===== src/rtl/brr_pkg.sv =====
package brr_pkg;

    typedef enum logic [3:0] {
        OP_JABS = 4'd0,
        OP_JREL = 4'd1,
        OP_JAX  = 4'd2,
        OP_BCS  = 4'd3,
        OP_BCC  = 4'd4,
        OP_BZS  = 4'd5,
        OP_BZC  = 4'd6,
        OP_BTS  = 4'd7,
        OP_BTC  = 4'd8,
        OP_BTCL = 4'd9
    } op_e;

    typedef enum logic [2:0] {
        K_DIR = 3'd0,
        K_SFR = 3'd1,
        K_ACC = 3'd2,
        K_PSW = 3'd3,
        K_IND = 3'd4
    } kind_e;

    typedef enum logic [1:0] {
        ST_IDLE   = 2'd0,
        ST_EVAL   = 2'd1,
        ST_RESULT = 2'd2
    } st_e;

    // clock counts
    localparam int unsigned CYC_SHORT  = 12;
    localparam int unsigned CYC_MID    = 16;
    localparam int unsigned CYC_TEST   = 20;
    localparam int unsigned CYC_LONG   = 22;
    localparam int unsigned CYC_TCLR   = 24;

    // instruction lengths
    localparam int unsigned LEN_SHORT = 2;
    localparam int unsigned LEN_ABS   = 3;
    localparam int unsigned LEN_BIT   = 3;
    localparam int unsigned LEN_WIDE  = 4;

endpackage


===== src/rtl/brr_cond.sv =====
module brr_cond
    import brr_pkg::*;
#(
    parameter int DATA_W = 8,
    localparam int IDX_W = $clog2(DATA_W)
) (
    input  op_e              op,
    input  kind_e            kind,
    input  logic [IDX_W-1:0] bit_idx,
    input  logic [DATA_W-1:0] acc,
    input  logic             cy,
    input  logic             z,
    input  logic             bit_val,
    output logic             taken,
    output logic             is_clear
);
    logic tested;

    always_comb begin
        tested   = (kind == K_ACC) ? acc[bit_idx] : bit_val;
        is_clear = (op == OP_BTCL);
        unique case (op)
            OP_JABS, OP_JREL, OP_JAX: taken = 1'b1;
            OP_BCS:                   taken = cy;
            OP_BCC:                   taken = ~cy;
            OP_BZS:                   taken = z;
            OP_BZC:                   taken = ~z;
            OP_BTS, OP_BTCL:          taken = tested;
            OP_BTC:                   taken = ~tested;
            default:                  taken = 1'b0;
        endcase
    end

endmodule


===== src/rtl/brr_target.sv =====
module brr_target
    import brr_pkg::*;
#(
    parameter int PC_W   = 16,
    parameter int DATA_W = 8,
    parameter int DISP_W = 8,
    localparam int LEN_W = 3
) (
    input  op_e               op,
    input  kind_e             kind,
    input  logic [PC_W-1:0]   pc,
    input  logic [PC_W-1:0]   addr,
    input  logic [DISP_W-1:0] disp,
    input  logic [DATA_W-1:0] acc,
    input  logic [DATA_W-1:0] x,
    input  logic              taken,
    output logic [PC_W-1:0]   next_pc
);
    logic [LEN_W-1:0] len;
    logic [PC_W-1:0]  seq_pc;
    logic [PC_W-1:0]  rel_pc;
    logic [PC_W-1:0]  disp_ext;
    logic             wide_clear;

    always_comb begin
        wide_clear = (kind == K_DIR) || (kind == K_SFR) || (kind == K_PSW);
        unique case (op)
            OP_JABS:                                 len = LEN_W'(LEN_ABS);
            OP_JREL, OP_JAX, OP_BCS, OP_BCC,
            OP_BZS, OP_BZC:                          len = LEN_W'(LEN_SHORT);
            OP_BTS:  len = (kind == K_SFR) ? LEN_W'(LEN_WIDE) : LEN_W'(LEN_BIT);
            OP_BTC, OP_BTCL:
                     len = wide_clear ? LEN_W'(LEN_WIDE) : LEN_W'(LEN_BIT);
            default:                                 len = '0;
        endcase
    end

    assign disp_ext = {{(PC_W-DISP_W){disp[DISP_W-1]}}, disp};
    assign seq_pc   = pc + PC_W'(len);
    assign rel_pc   = seq_pc + disp_ext;

    always_comb begin
        unique case (op)
            OP_JABS: next_pc = addr;
            OP_JAX:  next_pc = PC_W'({acc, x});
            OP_JREL, OP_BCS, OP_BCC, OP_BZS, OP_BZC,
            OP_BTS, OP_BTC, OP_BTCL:
                     next_pc = taken ? rel_pc : seq_pc;
            default: next_pc = pc;
        endcase
    end

endmodule


===== src/rtl/brr_cycles.sv =====
module brr_cycles
    import brr_pkg::*;
#(
    parameter int WAIT_W = 2,
    parameter int CYC_W  = 8
) (
    input  op_e               op,
    input  kind_e             kind,
    input  logic [WAIT_W-1:0] rd_wait,
    input  logic [WAIT_W-1:0] wr_wait,
    output logic [CYC_W-1:0]  cycles
);
    logic [CYC_W-1:0] rd_extra;
    logic [CYC_W-1:0] wr_extra;

    assign rd_extra = CYC_W'({rd_wait, 1'b0});
    assign wr_extra = CYC_W'({wr_wait, 1'b0});

    always_comb begin
        unique case (op)
            OP_JABS, OP_JREL, OP_BCS, OP_BCC, OP_BZS, OP_BZC:
                cycles = CYC_W'(CYC_SHORT);
            OP_JAX:
                cycles = CYC_W'(CYC_MID);
            OP_BTS: begin
                case (kind)
                    K_SFR:   cycles = CYC_W'(CYC_LONG);
                    K_IND:   cycles = CYC_W'(CYC_TEST) + rd_extra;
                    default: cycles = CYC_W'(CYC_MID);
                endcase
            end
            OP_BTC: begin
                case (kind)
                    K_DIR:        cycles = CYC_W'(CYC_TEST);
                    K_SFR, K_PSW: cycles = CYC_W'(CYC_LONG);
                    K_IND:        cycles = CYC_W'(CYC_TEST) + rd_extra;
                    default:      cycles = CYC_W'(CYC_MID);
                endcase
            end
            OP_BTCL: begin
                case (kind)
                    K_DIR:        cycles = CYC_W'(CYC_TEST);
                    K_SFR, K_PSW: cycles = CYC_W'(CYC_TCLR);
                    K_IND:        cycles = CYC_W'(CYC_TCLR) + rd_extra + wr_extra;
                    default:      cycles = CYC_W'(CYC_MID);
                endcase
            end
            default: cycles = '0;
        endcase
    end

endmodule


===== src/rtl/brr_unit.sv =====
module brr_unit
    import brr_pkg::*;
#(
    parameter int PC_W   = 16,
    parameter int DATA_W = 8,
    parameter int DISP_W = 8,
    parameter int WAIT_W = 2,
    parameter int CYC_W  = 8,
    localparam int IDX_W = $clog2(DATA_W)
) (
    input  logic              clk,
    input  logic              rst_n,
    input  logic              start_i,
    input  logic [3:0]        op_i,
    input  logic [2:0]        kind_i,
    input  logic [IDX_W-1:0]  bit_idx_i,
    input  logic [PC_W-1:0]   pc_i,
    input  logic [PC_W-1:0]   addr_i,
    input  logic [DISP_W-1:0] disp_i,
    input  logic [DATA_W-1:0] acc_i,
    input  logic [DATA_W-1:0] x_i,
    input  logic              cy_i,
    input  logic              z_i,
    input  logic              bit_val_i,
    input  logic [WAIT_W-1:0] rd_wait_i,
    input  logic [WAIT_W-1:0] wr_wait_i,
    output logic              done_o,
    output logic [PC_W-1:0]   next_pc_o,
    output logic              taken_o,
    output logic              clr_we_o,
    output logic [2:0]        clr_space_o,
    output logic [DATA_W-1:0] clr_mask_o,
    output logic [CYC_W-1:0]  cycles_o
);
    st_e st_q, st_d;

    op_e               op_q;
    kind_e             kind_q;
    logic [IDX_W-1:0]  bidx_q;
    logic [PC_W-1:0]   pc_q;
    logic [PC_W-1:0]   addr_q;
    logic [DISP_W-1:0] disp_q;
    logic [DATA_W-1:0] acc_q;
    logic [DATA_W-1:0] x_q;
    logic              cy_q;
    logic              z_q;
    logic              bv_q;
    logic [WAIT_W-1:0] rw_q;
    logic [WAIT_W-1:0] ww_q;

    logic              taken_c;
    logic              clear_c;
    logic [PC_W-1:0]   next_pc_c;
    logic [CYC_W-1:0]  cycles_c;

    // state register
    always_ff @(posedge clk) begin
        if (!rst_n) st_q <= ST_IDLE;
        else        st_q <= st_d;
    end

    // transitions: accept, resolve, retire
    always_comb begin
        st_d = st_q;
        unique case (st_q)
            ST_IDLE:   if (start_i) st_d = ST_EVAL;
            ST_EVAL:   st_d = ST_RESULT;
            ST_RESULT: st_d = ST_IDLE;
            default:   st_d = ST_IDLE;
        endcase
    end

    // operand capture on accept
    always_ff @(posedge clk) begin
        if (!rst_n) begin
            op_q   <= OP_JABS;
            kind_q <= K_DIR;
            bidx_q <= '0;
            pc_q   <= '0;
            addr_q <= '0;
            disp_q <= '0;
            acc_q  <= '0;
            x_q    <= '0;
            cy_q   <= 1'b0;
            z_q    <= 1'b0;
            bv_q   <= 1'b0;
            rw_q   <= '0;
            ww_q   <= '0;
        end else if (st_q == ST_IDLE && start_i) begin
            op_q   <= op_e'(op_i);
            kind_q <= kind_e'(kind_i);
            bidx_q <= bit_idx_i;
            pc_q   <= pc_i;
            addr_q <= addr_i;
            disp_q <= disp_i;
            acc_q  <= acc_i;
            x_q    <= x_i;
            cy_q   <= cy_i;
            z_q    <= z_i;
            bv_q   <= bit_val_i;
            rw_q   <= rd_wait_i;
            ww_q   <= wr_wait_i;
        end
    end

    brr_cond #(.DATA_W(DATA_W)) u_cond (
        .op       (op_q),
        .kind     (kind_q),
        .bit_idx  (bidx_q),
        .acc      (acc_q),
        .cy       (cy_q),
        .z        (z_q),
        .bit_val  (bv_q),
        .taken    (taken_c),
        .is_clear (clear_c)
    );

    brr_target #(.PC_W(PC_W), .DATA_W(DATA_W), .DISP_W(DISP_W)) u_target (
        .op      (op_q),
        .kind    (kind_q),
        .pc      (pc_q),
        .addr    (addr_q),
        .disp    (disp_q),
        .acc     (acc_q),
        .x       (x_q),
        .taken   (taken_c),
        .next_pc (next_pc_c)
    );

    brr_cycles #(.WAIT_W(WAIT_W), .CYC_W(CYC_W)) u_cycles (
        .op      (op_q),
        .kind    (kind_q),
        .rd_wait (rw_q),
        .wr_wait (ww_q),
        .cycles  (cycles_c)
    );

    // output registers, loaded on resolve
    always_ff @(posedge clk) begin
        if (!rst_n) begin
            done_o      <= 1'b0;
            next_pc_o   <= '0;
            taken_o     <= 1'b0;
            clr_we_o    <= 1'b0;
            clr_space_o <= '0;
            clr_mask_o  <= '0;
            cycles_o    <= '0;
        end else if (st_q == ST_EVAL) begin
            done_o      <= 1'b1;
            next_pc_o   <= next_pc_c;
            taken_o     <= taken_c;
            clr_we_o    <= taken_c & clear_c;
            clr_space_o <= (taken_c & clear_c) ? kind_q : 3'd0;
            clr_mask_o  <= (taken_c & clear_c) ? (DATA_W'(1) << bidx_q) : '0;
            cycles_o    <= cycles_c;
        end else begin
            done_o      <= 1'b0;
            clr_we_o    <= 1'b0;
            clr_space_o <= '0;
            clr_mask_o  <= '0;
        end
    end

    assert_done_single_R2: assert property (@(posedge clk) disable iff (!rst_n)
        done_o |=> !done_o);

    assert_latency_R2: assert property (@(posedge clk) disable iff (!rst_n)
        (st_q == ST_IDLE && start_i) |=> ##1 done_o);

    assert_clr_taken_R8: assert property (@(posedge clk) disable iff (!rst_n)
        clr_we_o |-> (taken_o && done_o));

    assert_clr_onehot_R8: assert property (@(posedge clk) disable iff (!rst_n)
        clr_we_o |-> ($countones(clr_mask_o) == 1));

    assert_uncond_taken_R3: assert property (@(posedge clk) disable iff (!rst_n)
        (done_o && (op_q == OP_JABS || op_q == OP_JAX || op_q == OP_JREL)) |-> taken_o);

endmodule


===== config.mk =====
export PLATFORM = sky130hd
export DESIGN_NAME = brr_unit
export DESIGN_NICKNAME = d
export VERILOG_FILES = /design/src/rtl/brr_pkg.sv /design/src/rtl/brr_cond.sv /design/src/rtl/brr_target.sv /design/src/rtl/brr_cycles.sv /design/src/rtl/brr_unit.sv
export SDC_FILE = /design/constraint.sdc
export NUM_CORES = 1
export LEC_CHECK = 0
export BUFFER_PORTS_ARGS = -buffer_cell sky130_fd_sc_hd__buf_4
export CORE_MARGIN = 2
export CORE_UTILIZATION = 51
export DETAILED_ROUTE_END_ITERATION = 7
export PLACE_DENSITY = 0.85
export SYNTH_ARGS = -nofsm -noshare
export SYNTH_HDL_FRONTEND = slang
export SYNTH_HIERARCHICAL = 1
export SYNTH_SLANG_ARGS = --single-unit

===== constraint.sdc =====
create_clock -name clk -period 4.69 [get_ports clk]
set_clock_uncertainty 0.1 [all_clocks]
set_input_delay 0 -clock clk [delete_from_list [all_inputs] [get_ports clk]]
set_output_delay 0 -clock clk [all_outputs]
set_load 0.01 [all_outputs]

# Word level (Yosys, flattened, before mapping)
# Cells that the tools add are included.
# op_classes
n_addsub	5
eq_ne	15
order_cmp	1
mux	16
n_bitwise	4
shifts	1
n_reduce_logical	15
# op_table
op	count
$pmux W16 S3	1
$pmux W8 S3	2
$pmux W8 S5	1
$add A16 B16 Y16	1
$add A16 B3 Y16	1
$eq A4 B3 Y1 const B	4
$mux W16	1
$pmux W8 S2	1
$add A5 B3 Y6 const A	2
$pmux W3 S4	1
$reduce_or A6 Y1	2
$add A8 B3 Y8	1
$eq A4 B2 Y1 const B	2
$eq A4 B4 Y1 const B	2
$reduce_or A8 Y1	1
$shl A1 B3 Y8 const A	1
$pmux W1 S7	1
$eq A3 B2 Y1 const B	2
$mux W3	2
$reduce_or A2 Y1	3
$eq A4 B1 Y1 const B	1
$logic_not A4 Y1	1
$lt A3 B4 Y1 const B	1
$pmux W2 S2	1
other kinds (16)	21
# word_totals
register_bits	113
output_inout_bits	38

# Depth between registers and ports, before layout
# Gate-level depths: netlist of the first run.
# depth
word_depth	9
depth_mapped	23
ltp_nobuf	23

# Cells and area by module
# The synthesis of the first run kept the hierarchy.
# by_module_without_submodules
module	n_inst	cells_each	seq_area_each_um2	area_per_inst_um2
brr_unit	1	474	2262.2	4033.9
brr_target	1	263	0.0	1843.0
brr_cycles	1	50	0.0	344.1
brr_cond	1	23	0.0	170.2

# Least setup slack after synthesis of the first run
# No wires, ideal clock.
# synth_timing
kind	register to register
from	register kind_q[1]
to	register next_pc_o[12]
slack_ns	0.291
stages_incl_launch_ff	22
n_path_buf	1
required_ns	4.468
synth_period_minus_slack_ns	4.399
arrival_ns	4.177
path_cell_list	dfxtp_1 -> inv_1 -> o21ai_0 -> a21oi_1 -> or3_1 -> a21oi_1 -> ha_1 -> inv_1 -> fa_1 -> nor2b_1 -> o2111a_1 -> nand3_1 -> xnor2_1 -> ha_1 -> clkbuf_1 -> nand2_1 -> o311a_1 -> xnor2_1 -> a2111oi_0 -> nor3_1 -> nand2_1 -> a21boi_0
# synth_via
elab_chain_len	9
# synth_lines
item	line	text
from (decl)	brr_unit.sv:38	kind_e kind_q;
from (signal assigned)	brr_unit.sv:91	kind_q <= kind_e'(kind_i);
$eq A3 B1 Y1 or $logic_not A3 Y1 (tied branches)	brr_target.sv:26, brr_target.sv:31	
$logic_or A1 B1 Y1 (2 in a row)	brr_target.sv:26	wide_clear = (kind == K_DIR) || (kind == K_SFR) || (kind == K_PSW);
$mux W3	brr_target.sv:33	len = wide_clear ? LEN_W'(LEN_WIDE) : LEN_W'(LEN_BIT);
$pmux W3 S4	brr_target.sv:27	unique case (op)
$add A16 B3 Y16	brr_target.sv:39	assign seq_pc = pc + PC_W'(len);
$add A16 B16 Y16	brr_target.sv:40	assign rel_pc = seq_pc + disp_ext;
$mux W16 (*)	brr_target.sv:48	next_pc = taken ? rel_pc : seq_pc;
$pmux W16 S3 (*)	brr_target.sv:43	unique case (op)
via next_pc_c[12]	brr_unit.sv:53	logic [PC_W-1:0] next_pc_c;
to (signal assigned)	brr_unit.sv:150	next_pc_o <= next_pc_c;
to (decl)	brr_unit.sv:28	output logic [PC_W-1:0] next_pc_o,
# Mark *: on every way through the listed nets, which the timed path passes. The rest lies on a longest branch.
# A chain may end at the register's enable or synchronous reset.

# Final worst setup path of the first run
# Ends and elaborated chain as after synthesis.

==> metrics.yaml, run 1 <==
global_route:
  antenna_found_initial: 1
  grt_max_degree: 130
  grt_pass1_wl_um: 32100
  grt_pass1_vias: 6361
  grt-ovfl-total: 0
  grt.total_usage: 0.309
hold_path:
  holdPathStages: 3
  hold_path.class: "primary input to flip-flop"
routing:
  drt_wl_total_um: 20600
  drtIter0Drc: 768
  wl_per_cell_um: 17.7
  routed_via_density: 5.74
  ant_nets: 0
  drc: 0
  dr.pass1.iters: 6
  vias: 6709
sta:
  timing.final.crit_share: 0.969
  maxSlewViolCount: 0
  post-route-min-period_ps: 4550
  hold_violations: 0
  relSlewSlack: 0.369
  timing.fmax_ghz: 0.220
  tightest_slew_ps: 940
  setup-tns-final_ps: 0
  setup_viol: 0
finish:
  final_nets: 1085
  drive_gt1_frac: 0.193
  mostFrequentLayoutCells: "nand2_1 (147), buf_4 (132), dfxtp_1 (113)"
  mostFrequentLayoutCell: "nand2_1"
  final_area_mm2: 0.00876
  areaGrowthSynthToFinish_pct: 37.0
synthesis:
  ys_warn_count: 6
  yosys_register_bits: 113
  synth.cell_area_mm2: 0.00639
  ys.flop_type: "dfxtp_1"
  ys_seq_area_frac: 0.354
  syn_inst: 810
  async_reset_ff_frac: 0
  synth-edff-count: 0
  avgSynthCellArea_um2: 7.89
  synth_cell_types: 76
clocking:
  ctsRootBufferMaster: "clkbuf_16"
  htreeDepth: 4
  clk_pin_slew_ps: 50
  cts_buffers: 17
  clk_path_buf_depth: 2
  clk_latency_ps: 410
  cts.sinks: 113
  cts_tree: "built"
place:
  port_buffers: 113
  gp_congestion: 0.951
  dpl_cell_area_mm2: 0.00724
  dp_hpwl_um: 12200
setup_path:
  worstPathMaxFanout: 8
  reg2reg_depth: 20
  worst-r2r-setup-slack_ps: 140
  cp.required_ps: 4880
  worstSetupPathType: "flip-flop to flip-flop"
  cp.arrival_ps: 4740
  setup.worst_path.start_class: "flip-flop"
  endpoint_kind: "flip-flop"
floorplan:
  fp.dieH_um: 116
  row_count: 40
  dieArea_mm2: 0.0134
  core_mm2: 0.0121
  initial_core_util: 0.528
  io_pins: 114
  fp.dieW_um: 116
flow_run:
  cap_violations: 0
power:
  p_seq_frac: 0.362
  p_leak_nw: 3.58
  switchingPower_w: 0.000842
  vdd_drop_max_v: 0.000256
  pwr-share-clk: 0.441
  pwr-share-comb: 0.196
  sw_frac_of_total: 0.286
  power_density_mw_per_mm2: 336
  p_int_w: 0.00210
status:
  status: "complete, no violations"
==> layout make-up <==
class                      instances  area (µm²)
antenna                            1        2.50
clock buffer                      20         467
clock inverter                    12         131
fill                             879        3350
inverter                          20        75.1
multi-input combinational        616        3750
sequential                       113        2260
tap                              168         210
timing repair buffer             218        1860
==> state kept, by name, indices dropped and copies added, names as in the netlist, 8 cells and up <==
name,flops
addr_q,16
next_pc_o,16
pc_q,16
acc_q,8
clr_mask_o,8
cycles_o,8
disp_q,8
x_q,8
==> stage by stage <==
stage / utilization / setup slack, ps / power [W] / hold WS [ps] / std cells
detailed placement: 0.598 / 75.5 / 0.00157 / 120 / 1047
CTS: 0.717 / 45.7 / 0.00292 / 50.5 / 1164
floorplan: - / 291 / 0.00141 / 30.4 / 812
global placement: 0.598 / 209 / 0.00156 / 117 / 1047
finish: 0.723 / 143 / 0.00294 / 53.8 / 1168
global route: 0.723 / -54.0 / 0.00304 / 88.7 / 1168
==> routing by layer <==
layer / routed length, µm / up-vias / share of wire / global-route usage
li1: - / 3207 / - / -
met1: 8450 / 3095 / 0.41 / 0.390
met2: 9920 / 350 / 0.48 / 0.522
met3: 1640 / 57 / 0.080 / 0.0560
met4: 615 / 0 / 0.030 / 0.129
met5: 0 / - / 0 / 0
==> cells in the mapped netlist, types with 12 or more instances <==
| cell | instances | area (µm²) |
|---|---|---|
| buf_2 | 15 | 75.1 |
| dfxtp_1 | 113 | 2260 |
| a22oi_1 | 15 | 113 |
| inv_1 | 20 | 75.1 |
| ha_1 | 20 | 250 |
| nand3_1 | 88 | 440 |
| o21ai_1 | 33 | 165 |
| xnor2_1 | 19 | 166 |
| o21ai_0 | 74 | 370 |
| nand2_1 | 147 | 552 |
| nor2_1 | 32 | 120 |
| a21boi_0 | 13 | 97.6 |
| a21oi_1 | 20 | 100 |
| clkbuf_1 | 27 | 101 |
| a21boi_1 | 12 | 90.1 |
==> cells by family after synthesis <==
family          after synthesis  synth area share
fa+ha+maj                    23            0.0486
xor+xnor                     28            0.0384
compound gates              225             0.229
other cells                   1          0.000587
mux                          13            0.0227
buf+inv                      83            0.0687
simple gates                324             0.238
flops                       113             0.354
==> power groups by stage <==
stage	clock network [W]	registers, W	logic [W]
detailed placement	0	0.00108	0.000483
finish	0.00130	0.00107	0.000578
floorplan	0	0.00108	0.000335
CTS	0.00131	0.00106	0.000546
global placement	0	0.00108	0.000481
global route	0.00134	0.00107	0.000624
==> what timing repair did <==
action,4_1_cts,5_1_grt
hold buffers,85,0
gates resized for setup,0,14
hold endpoints to repair,86,0
setup buffers,0,3
setup endpoints to repair,0,10
==> critical path, cell delays in order (launching register included) <==
cell	delay, ps
dfxtp_1	330
inv_1	90
o21ai_2	230
a21oi_1	160
or3_1	340
a21oi_1	170
ha_1	170
inv_1	50
fa_1	420
nor2b_2	180
o2111a_2	240
nand3_1	140
xnor2_1	170
ha_2	420
nand2_1	70
o311a_1	380
xnor2_1	150
a2111oi_0	380
nor3_1	100
nand2_1	70
a21boi_0	70
==> worst paths after layout <==
path	end	from
setup / recovery	next_pc_o[12]	kind_q[1]
hold / removal	bidx_q[0]	start_i
hold reg to reg	addr_q[9]	addr_q[9]
setup reg to reg	next_pc_o[12]	kind_q[1]
Power figures use the tool's default switching activity.
==> inputs of run 2 (changes only) <==
--- a/config.mk
+++ b/config.mk
@@ -7,9 +7,10 @@
 export LEC_CHECK = 0
 export BUFFER_PORTS_ARGS = -buffer_cell sky130_fd_sc_hd__buf_4
 export CORE_MARGIN = 2
-export CORE_UTILIZATION = 51
+export CORE_UTILIZATION = 53
+export CTS_BUF_LIST = sky130_fd_sc_hd__clkbuf_8
 export DETAILED_ROUTE_END_ITERATION = 7
-export PLACE_DENSITY = 0.85
+export PLACE_DENSITY = 0.87
 export SYNTH_ARGS = -nofsm -noshare
 export SYNTH_HDL_FRONTEND = slang
 export SYNTH_HIERARCHICAL = 1
==> run 2 against run 1 <==
  * Die area shrank 3.6%
  * Power fell by 12%
  * Wire length is 3.1% lower
  * Final cell count down 2.9%
  * Clock power fell by 27%
  * Sequential cell count unchanged
  * Worst setup slack improved by 56 ps
  * Register-to-register slack improved by 60 ps
  * Non-clock buffer count is 12 lower
  * Critical path type unchanged
  * Largest cell class unchanged
  * Largest power group is now registers
==> metrics.yaml, run 2 (same netlist as run 1, synthesis figures left out) <==
setup_path:
  cpMaxStageDelayCell: "fa_1"  # unchanged
  setup.worst_path.start_class: "flip-flop"  # unchanged
  crit_chain: "inv_1, o21ai_2, a21oi_1, or3_1, a21oi_2, ha_1, inv_1, fa_1, nor2b_2, o2111a_2, nand3_1, xnor2_1, ha_2, nand2_1, o311a_1, xnor2_1, a2111oi_1, nor3_1, nand2_1, a21boi_0"  # was inv_1, o21ai_2, a21oi_1, or3_1, a21oi_1, ha_1, inv_1, fa_1, nor2b_2, o2111a_2, nand3_1, xnor2_1, ha_2, nand2_1, o311a_1, xnor2_1, a2111oi_0, nor3_1, nand2_1, a21boi_0
  crit_start: "kind_q[1]"  # unchanged
  cp.arrival_ps: 4710  # was 4740 ps
  path_buf_inv: 2  # unchanged
  worstPathMaxFanout: 8  # unchanged
  worst-r2r-setup-slack_ps: 200  # was 140 ps
  endpoint_kind: "flip-flop"  # unchanged
  r2r-start: "kind_q[1]"  # unchanged
  cp.required_ps: 4910  # was 4880 ps
  cpPeakStageDelay_ps: 410  # was 420 ps
  critical_path.top_delay_family: "compound AO/OA/AOI/OAI gates"  # unchanged
  worstSetupPathType: "flip-flop to flip-flop"  # unchanged
clocking:
  cts_buffers: 17  # unchanged
  clk_path_buf_depth: 2  # unchanged
  htreeDepth: 4  # unchanged
  clk_pin_slew_ps: 70  # was 50 ps
  clk_latency_ps: 440  # was 410 ps
  ctsRootBufferMaster: "clkbuf_8"  # was clkbuf_16
  cts_tree: "built"  # unchanged
  cts.sinks: 113  # unchanged
finish:
  areaGrowthSynthToFinish_pct: 31.7  # was 37.0%
  mostFrequentLayoutCell: "nand2_1"  # unchanged
  mostFrequentLayoutCells: "nand2_1 (147), buf_4 (132), dfxtp_1 (113)"  # unchanged
  final_util: 0.707  # was 0.723
  diodes: 0  # was 1
  largestRegisters: "addr_q x16, next_pc_o x16, pc_q x16"  # unchanged
  final_nets: 1073  # was 1085
  final_area_mm2: 0.00842  # was 0.00876 mm²
  drive_gt1_frac: 0.196  # was 0.193
floorplan:
  fp.dieH_um: 114  # was 116 µm
  dieArea_mm2: 0.0130  # was 0.0134 mm²
  core_mm2: 0.0119  # was 0.0121 mm²
  io_pins: 114  # unchanged
  row_count: 40  # unchanged
  initial_core_util: 0.537  # was 0.528
  fp.dieW_um: 114  # was 116 µm
place:
  dp_hpwl_um: 12200  # about the same
  port_buffers: 113  # unchanged
  gp_congestion: 0.946  # was 0.951
  dp_slack_ps: 108  # was 75.5 ps
  dpl_cell_area_mm2: 0.00723  # was 0.00724 mm²
sta:
  rsz0062_at_grt: "false"
  timing.fmax_ghz: 0.223  # was 0.220 GHz
  post-route-min-period_ps: 4490  # was 4550 ps
  setup_viol: 0  # unchanged
  setup-tns-final_ps: 0  # unchanged
  timing.final.crit_share: 0.957  # was 0.969
  hold_violations: 0  # unchanged
  maxSlewViolCount: 0  # unchanged
  relSlewSlack: 0.385  # was 0.369
  tightest_slew_ps: 922  # was 940 ps
  fin_ws_ps: 200  # was 143 ps
routing:
  drt_wl_total_um: 20000  # was 20600 µm
  routed_via_density: 5.92  # was 5.74
  drc: 0  # unchanged
  wl_per_cell_um: 17.6  # was 17.7 µm
  ant_nets: 0  # unchanged
  drtIter0Drc: 670  # was 768
  dr.pass1.iters: 5  # was 6
  vias: 6712  # was 6709
global_route:
  grt.total_usage: 0.309  # about the same
  antenna_found_initial: 0  # was 1
  grt_pass1_wl_um: 31600  # was 32100 µm
  gr-usage-met1: 0.392  # was 0.390
  met3_usage: 0.0499  # was 0.0560
  grt-ovfl-total: 0  # unchanged
  grt_max_degree: 148  # was 130
  grt_pass1_vias: 6386  # was 6361
  met2_usage: 0.522  # about the same
  busiest_layer: "met2"  # unchanged
power:
  sw_frac_of_total: 0.316  # was 0.286
  p_leak_nw: 3.42  # was 3.58 nW
  pwr-share-comb: 0.220  # was 0.196
  pwr-share-clk: 0.367  # was 0.441
  switchingPower_w: 0.000815  # was 0.000842 W
  p_int_w: 0.00176  # was 0.00210 W
  power_density_mw_per_mm2: 306  # was 336 mW/mm²
  p_seq_frac: 0.413  # was 0.362
  vdd_drop_max_v: 0.000167  # was 0.000256 V
status:
  status: "complete, no violations"  # unchanged
flow_run:
  cap_violations: 0  # unchanged
hold_path:
  hold_path.class: "primary input to flip-flop"  # unchanged
  worstHoldStart: "rst_n"  # was start_i
==> run 2: cell types whose count changed in the layout (fill, tap and decap cells not counted), moves of 2 or more <==
cell and change:
a211oi_2 +2, a211oi_1 -2, clkbuf_16 -17, dlygate4sd3_1 -12
clkinv_4 +3, clkbuf_8 +15
==> run 2: through the flow <==
stage	std cells	hold slack, ps	total power (W)
after floorplan	812	30.4	0.00141
after global placement	1028	119	0.00156
after detailed placement	1028	121	0.00157
after CTS	1133	59.5	0.00254
after global routing	1134	97.2	0.00268
final	1134	75.8	0.00258
==> run 2: worst paths after layout <==
check / endpoint / cells past startpoint
max: next_pc_o[12] / 20
min: pc_q[9] / 3
max reg2reg: next_pc_o[12] / 20
min reg2reg: addr_q[1] / 2
==> run 2: power by group through the flow <==
stage	combinational [W]	clock, W	sequential (W)
final	0.000567	0.000945	0.00107
after global routing	0.000614	0.000994	0.00107
after CTS	0.000538	0.000944	0.00106
after detailed placement	0.000485	0	0.00108
after global placement	0.000480	0	0.00108
after floorplan	0.000335	0	0.00108
==> run 2: area by class of cell <==
cell class / count / area [µm²]
Sequential cell: 113 / 2260
Inverter: 20 / 75.1
Multi-Input combinational cell: 616 / 3750
Clock buffer: 18 / 248
Timing Repair Buffer: 206 / 1740
Clock inverter: 14 / 156
Tap cell: 147 / 184
Fill cell: 926 / 3490
==> run 2: metal layers <==
layer  vias up  part of all wire
met3        63             0.071
li1       3187                 -
met2       349              0.48
met1      3113              0.42
met5         -                 0
met4         0             0.035
==> run 2: repair_timing <==
item                                    4_1_cts  5_1_grt
endpoints found under the hold margin        73        0
setup buffers                                 0        1
endpoints found under the setup margin        0        8
hold buffers                                 73        0
resized for setup                             0       15
==> run 2: worst reg2reg max path, stage by stage, from the launching register on <==
cell       delay (ps)
dfxtp_1           340
inv_1              90
o21ai_2           180
a21oi_1           120
or3_1             330
a21oi_2           190
ha_1              180
inv_1              50
fa_1              410
nor2b_2           170
o2111a_2          240
nand3_1           140
xnor2_1           170
ha_2              410
nand2_1            70
o311a_1           360
xnor2_1           170
a2111oi_1         410
nor3_1            100
nand2_1            70
a21boi_0           70
